### src/rtl/boot_sel_pkg.sv
package boot_sel_pkg;

    localparam int CORE_ID_W   = 5;
    localparam int REG_DATA_W  = 8;
    localparam int NUM_BUTTONS = 2;
    localparam int BTN_M1_IDX    = 0;
    localparam int BTN_DRIVE_IDX = 1;

    typedef logic [CORE_ID_W-1:0]   core_id_t;
    typedef logic [NUM_BUTTONS-1:0] btn_vec_t;

    // write word: start flag, two reserved bits, requested core number
    typedef struct packed {
        logic       start;
        logic [1:0] rsv;
        core_id_t   id;
    } sel_wr_t;

    // read word: zero bit, stored core number, button levels
    typedef struct packed {
        logic     zero;
        core_id_t id;
        btn_vec_t btn;
    } sel_rd_t;

    function automatic logic id_accepted(core_id_t id, int unsigned max_id);
        return int'(id) <= int'(max_id);
    endfunction

endpackage

### src/rtl/btn_sync_edge.sv
module btn_sync_edge #(
    parameter int WIDTH  = 2,
    parameter int STAGES = 2
) (
    input  logic             clk,
    input  logic             rst,
    input  logic [WIDTH-1:0] raw,
    output logic [WIDTH-1:0] level,
    output logic [WIDTH-1:0] rise
);
    localparam int LAST = STAGES - 1;

    for (genvar b = 0; b < WIDTH; b++) begin : g_btn
        logic [STAGES-1:0] chain;
        logic              prev;

        always_ff @(posedge clk) begin
            if (rst) begin
                chain <= '0;
                prev  <= 1'b0;
            end else begin
                chain <= {chain[STAGES-2:0], raw[b]};
                prev  <= chain[LAST];
            end
        end

        assign level[b] = chain[LAST];
        assign rise[b]  = chain[LAST] & ~prev;
    end

endmodule

### src/rtl/core_sel_reg.sv
module core_sel_reg
    import boot_sel_pkg::*;
#(
    parameter int unsigned MAX_ID   = 23,
    parameter int unsigned RESET_ID = 2
) (
    input  logic     clk,
    input  logic     rst,
    input  logic     wr_hit,
    input  logic     cfg_mode,
    input  core_id_t wr_id,
    output core_id_t core_id
);
    localparam core_id_t RESET_VAL = core_id_t'(RESET_ID);

    logic take;

    always_comb begin
        take = wr_hit && cfg_mode && id_accepted(wr_id, MAX_ID);
    end

    always_ff @(posedge clk) begin
        if (rst)       core_id <= RESET_VAL;
        else if (take) core_id <= wr_id;
    end

endmodule

### src/rtl/reboot_strobe.sv
module reboot_strobe (
    input  logic clk,
    input  logic rst,
    input  logic wr_hit,
    input  logic start_bit,
    output logic req
);
    always_ff @(posedge clk) begin
        if (rst) req <= 1'b0;
        else     req <= wr_hit & start_bit;
    end
endmodule

### src/rtl/boot_core_ctrl.sv
module boot_core_ctrl
    import boot_sel_pkg::*;
#(
    parameter logic [7:0]  REG_INDEX   = 8'h10,
    parameter int unsigned MAX_ID      = 23,
    parameter int unsigned RESET_ID    = 2,
    parameter int          SYNC_STAGES = 2
) (
    input  logic       clk,
    input  logic       rst,
    input  logic       cfg_mode,
    input  logic [7:0] reg_addr,
    input  logic       reg_wr,
    input  logic [7:0] reg_wdata,
    output logic [7:0] reg_rdata,
    input  logic       btn_drive,
    input  logic       btn_m1,
    output logic       reboot_req,
    output logic [4:0] reboot_core,
    output logic       nmi_req
);
    sel_wr_t  wword;
    sel_rd_t  rword;
    logic     hit;
    logic     wr_hit;
    btn_vec_t btn_raw;
    btn_vec_t btn_level;
    btn_vec_t btn_rise;
    core_id_t core_id;
    logic     nmi_q;

    always_comb begin
        wword  = sel_wr_t'(reg_wdata);
        hit    = (reg_addr == REG_INDEX);
        wr_hit = reg_wr && hit;
        btn_raw = '0;
        btn_raw[BTN_DRIVE_IDX] = btn_drive;
        btn_raw[BTN_M1_IDX]    = btn_m1;
    end

    btn_sync_edge #(.WIDTH(NUM_BUTTONS), .STAGES(SYNC_STAGES)) u_sync (
        .clk   (clk),
        .rst   (rst),
        .raw   (btn_raw),
        .level (btn_level),
        .rise  (btn_rise)
    );

    core_sel_reg #(.MAX_ID(MAX_ID), .RESET_ID(RESET_ID)) u_sel (
        .clk      (clk),
        .rst      (rst),
        .wr_hit   (wr_hit),
        .cfg_mode (cfg_mode),
        .wr_id    (wword.id),
        .core_id  (core_id)
    );

    reboot_strobe u_rb (
        .clk       (clk),
        .rst       (rst),
        .wr_hit    (wr_hit),
        .start_bit (wword.start),
        .req       (reboot_req)
    );

    always_ff @(posedge clk) begin
        if (rst) nmi_q <= 1'b0;
        else     nmi_q <= (|btn_rise) & ~cfg_mode;
    end

    always_comb begin
        rword.zero = 1'b0;
        rword.id   = core_id;
        rword.btn  = btn_level;
        reg_rdata  = hit ? REG_DATA_W'(rword) : '0;
    end

    assign reboot_core = core_id;
    assign nmi_req     = nmi_q;

endmodule

### config.mk
export PLATFORM = sky130hd
export DESIGN_NAME = boot_core_ctrl
export DESIGN_NICKNAME = d
export VERILOG_FILES = /design/src/rtl/boot_sel_pkg.sv /design/src/rtl/btn_sync_edge.sv /design/src/rtl/core_sel_reg.sv /design/src/rtl/reboot_strobe.sv /design/src/rtl/boot_core_ctrl.sv
export SDC_FILE = /design/constraint.sdc
export NUM_CORES = 1
export LEC_CHECK = 0
export ABC_AREA = 1
export BUFFER_PORTS_ARGS = -buffer_cell sky130_fd_sc_hd__buf_2
export CAP_MARGIN = 5
export CORE_MARGIN = 2
export CORE_UTILIZATION = 35
export CTS_BUF_LIST = sky130_fd_sc_hd__clkbuf_4 sky130_fd_sc_hd__clkbuf_8
export DETAILED_ROUTE_END_ITERATION = 10
export PLACE_DENSITY = 0.8
export SLEW_MARGIN = 20
export SYNTH_ARGS = -nofsm -noshare
export SYNTH_HDL_FRONTEND = slang
export SYNTH_HIERARCHICAL = 1
export SYNTH_SLANG_ARGS = --single-unit
export TNS_END_PERCENT = 5
### constraint.sdc
create_clock -name clk -period 1.1 [get_ports clk]
set_input_delay 0.11 -clock clk [delete_from_list [all_inputs] [get_ports clk]]
set_output_delay 0.11 -clock clk [all_outputs]
set_load 0.02 [all_outputs]
# [Word-level counts from Yosys, hierarchy flattened]
# Index checks and enable logic that the tools add are counted.
[word_totals] regBits=13 word_cells=21 out_inout_bits=15 memories=0 latchBits=0 mem_bits_ro=0 mem_bits_rw=0 inputBits=22
[classes] shifts=0 bitwise_logic=7 n_mul=0 n_eq_ne=1 div_mod_pow=0 mux=1 add_sub_neg=0 n_reduce_logical=4 order_cmp=1
[ops] cell="$eq 8x5->1 const B" count=1
[ops] cell="$mux 7" count=1
[ops] cell="$le 5x5->1 const B" count=1
[ops] cell="$and 1x1->1" count=4
[ops] cell="$logic_and 1x1->1" count=3
[ops] cell="$not 1->1" count=3
[ops] cell="$reduce_or 2->1" count=1

# [Depth between registers and ports, before layout]
[depth] ltp_word=4 depth_mapped=10

# [Hierarchy]
# The synthesis kept the hierarchy.
[by_module_without_submodules] module="core_sel_reg" n_inst=1 cells_per_inst=29 area_each_um2=205.2
[by_module_without_submodules] module="btn_sync_edge" n_inst=1 cells_per_inst=22 area_each_um2=187.7
[by_module_without_submodules] module="boot_core_ctrl" n_inst=1 cells_per_inst=35 area_each_um2=155.1
[by_module_without_submodules] module="reboot_strobe" n_inst=1 cells_per_inst=3 area_each_um2=30.0

# [Worst setup path before layout]
# No wires, ideal clock.
[synth_path] kind="input to register" start="in reg_addr[5]" end="reg u_sel.core_id[1]" arrival_time_ns=0.860 required_time_ns=0.981 setup_time_ns=0.119 path_stages=10 slack_ns=0.121 cell_sequence="inv_1 -> nand2_1 -> nor2_1 -> nand2_2 -> nor2_1 -> nand2_1 -> inv_2 -> nand2_1 -> nand2_1 -> nand3_1"
[synth_via] elab_chain_cells=4
[synth_lines] item="from (decl)" line_no="boot_core_ctrl.sv:12" rtl="input logic [7:0] reg_addr,"
[synth_lines] item="$eq 8x5->1" line_no="boot_core_ctrl.sv:34" rtl="hit = (reg_addr == REG_INDEX);"
[synth_lines] item="$logic_and 1x1->1" line_no="boot_core_ctrl.sv:35" rtl="wr_hit = reg_wr && hit;"
[synth_lines] item="via wr_hit" line_no="boot_core_ctrl.sv:25" rtl="logic wr_hit;"
[synth_lines] item="$logic_and 1x1->1 (2 in a row)" line_no="core_sel_reg.sv:19" rtl="take = wr_hit && cfg_mode && id_accepted(wr_id, MAX_ID);"
[synth_lines] item="to (signal assigned)" line_no="core_sel_reg.sv:24" rtl="else if (take) core_id <= wr_id;"
[synth_lines] item="to (decl)" line_no="core_sel_reg.sv:12" rtl="output core_id_t core_id"
# The timed path passes the listed nets, and every way through them passes these cells.
# A chain may end at the register's enable or synchronous reset.

# [Final worst setup path]
[layout_path] start="reg u_sel.core_id[3]" end="out reg_rdata[5]"
[layout_via] elab_chain_cells=1
[layout_lines] item="$mux 7" line_no="boot_core_ctrl.sv:75" rtl="reg_rdata = hit ? REG_DATA_W'(rword) : '0;"
[layout_lines] item="to (decl)" line_no="boot_core_ctrl.sv:15" rtl="output logic [7:0] reg_rdata,"
# No other way between the ends.

==> summary.txt <==
Status
  – Status: completed

Global route
  – Met3 Resource Use GR: 3.27%
  – Global-route wire length before repair: 1890 um
  – Met1 global-route usage: 13.7%
  – GRT Total Usage: 13.5%
  – Vias in the first global route: 510
  – Gr ovfl total: 0
  – Initial antenna violation count: 0
  – Largest net degree at the start of global routing: 10
  – Global route hottest layer: met2
  – Met2 Usage GRT: 23.2%

Setup path
  – Crit path max fanout: 3
  – Critical Path RT: 0.99 ns
  – Worst reg2reg path depth: 4
  – Worst r2r src: u_sync/g_btn[1].chain[1]
  – Largest stage delay, worst path: 0.35 ns
  – Worst Setup End Kind: output pin
  – Arrival time worst endpoint: 0.92 ns
  – R2r setup slk: 0.39 ns
  – Critical R2R Capture: nmi_req
  – CP cell instances: inv_1, nor2_1, buf_2
  – CP startpoint kind: flip-flop
  – Slowest library cell on the worst path: dfxtp_1
  – CP Class: flip-flop to output pin

Clock tree
  – Worst-Skew Late Latency: 0.27 ns
  – CTS tree: yes
  – Clock tree buffer depth: 2
  – Clock Pin Slew Worst Setup and Hold Paths: 0.08 ns
  – Root buffer cell: clkbuf_4
  – H-tree levels: 1
  – CTS Buf Count: 3
  – CTS sink cnt: 13
  – Post-CTS Hold Fix Bufs: 0

Die
  – FP Rows: 14
  – Num ports: 37
  – Core area: 1520 sq um
  – Chip height: 44.6 um
  – Initial Util: 37.9%
  – Die ar.: 1990 sq um
  – Die width: 44.6 um

Placement
  – Placed insts: 136
  – DP Area: 748 sq um
  – Port bufs: 33
  – DP Wirelength: 1020 um
  – GPL Wtd Cong: 0.723

Min path
  – Hold path cells: 2
  – Worst hold path class: input pin to flip-flop
  – Worst Hold Launch: cfg_mode
  – Worst Hold End: nmi_req

Finish
  – Diode count: 0
  – Non-filler cells in the finished layout: 140
  – Most common cell after layout, fill and taps aside: buf_2
  – Share of cells above drive strength 1: 38.7%
  – Fin nets: 147
  – Final instance area: 796 sq um
  – Area growth syn-to-layout: 37.7%
  – Highest-count cells in the layout ignoring fill and taps: buf_2 (30), inv_1 (23), nor2_1 (20)

Drt
  – Post-DR wirelength/cell: 8.91 um
  – Final ANT Viol Nets: 0
  – Vias/cell: 4.30
  – DR pass1 iterations: 4
  – DR DRC count: 0
  – Routed WL: 1250 um
  – Total number of vias: 602
  – Iteration-0 DRC Markers: 3

Run
  – Max-cap check violation count: 0

Synth
  – Mapped Cells: 89
  – Share of the yosys chip area belonging to registers: 45.0%
  – Flops & latches, synth: 13
  – Syn. warnings: 6
  – Yosys cell types: 13
  – Mapped Nets: 111
  – Mapped cell area: 578 sq um
  – Syn Area/Cell: 6.49 sq um

Pwr
  – Maximum VDD drop: 0.832 mV
  – PD cells: 1110 nW/um^2
  – Leak pwr: 0.000458 uW

STA
  – Fin. Hold Viols: 0
  – Layout Skew: 0.00695 ns
  – Setup-failing EPs final: 0
  – Final period util: 93.6%
  – Max Slew Vio Count: 0
  – RSZ-0062 raised after global routing: false
  – TNS Setup: 0 ns
  – Fmax: 0.971 GHz
  – Tmin final: 1.03 ns
  – Final Hold Slack: 0.0252 ns
worst max-delay path: cells and delay by family, from the launching register on:
family        cells  cell delay, ns
simple gates      1            0.08
buf+inv           2            0.21
flops             1            0.35
power by group:
group	internal, uW	switching (uW)	leakage (uW)
sequential	480	2.94	0.000107
combinational	37.9	45.1	0.000333
clock	165	150	0.0000184
total	683	198	0.000458
cell usage after synthesis (all sizes together):
cell type / n / area [sq um]
inv: 25 / 93.8
dfxtp: 13 / 260
nor2: 24 / 92.6
conb: 1 / 3.75
a21oi: 4 / 20.0
buf: 3 / 22.5
nand2: 12 / 50.1
nor3: 1 / 5.00
nand3: 4 / 20.0
o21ai: 2 / 10.0
logic make-up after synthesis:
family          count (synthesis)  share of synthesized area [%]
flops                          13                           45.0
buf+inv                        28                           20.1
simple gates                   41                           29.0
compound gates                  6                           5.20
other cells                     1                          0.649
repair_timing:
action	4_1_cts	5_1_grt
resized for setup	0	8
buffers inserted	0	0
endpoints found under the setup margin	0	6
per-stage QoR:
step                util (%)  setup WS [ns]  power (uW)
global route            52.2        0.00605         919
floorplan                  -          0.121         537
CTS                     51.1         0.0490         888
global placement        49.1       -0.00322         572
detailed placement      49.1        -0.0658         576
finish                  52.2         0.0704         881
layout make-up:
cell class | instances | area (sq um)
Multi-Input combinational cell | 48 | 209
Fill cell | 150 | 728
Sequential cell | 13 | 263
Tap cell | 16 | 20.0
Inverter | 25 | 93.8
Clock buffer | 4 | 30.0
Timing Repair Buffer | 34 | 180
state kept, by name (all words and copies together) (netlist names):
register / count
nmi_req: 1
u_sync/g_btn.chain: 4
u_sel/core_id: 5
u_sync/g_btn.prev: 2
u_rb/req: 1
worst max path at each step:
stage / cells past startpoint / slack [ns] / end / start
2_1_floorplan: 10 / 0.12 / u_sel/core_id[1] / reg_addr[5]
3_3_place_gp: 11 / -0.003 / u_sel/core_id[1] / reg_addr[5]
3_5_place_dp: 11 / -0.07 / u_sel/core_id[1] / reg_addr[6]
4_1_cts: 8 / 0.05 / reg_rdata[0] / reg_addr[6]
5_1_grt: 8 / 0.006 / reg_rdata[1] / reg_addr[5]
6_report: 3 / 0.07 / reg_rdata[5] / u_sel/core_id[3]
metal layers:
layer	routed length, um	part of all wire, %
met1	502	40
met4	31	2.5
met3	107	8.6
met5	0	0
met2	605	49
No activity file was read; power rests on OpenSTA's default activity.
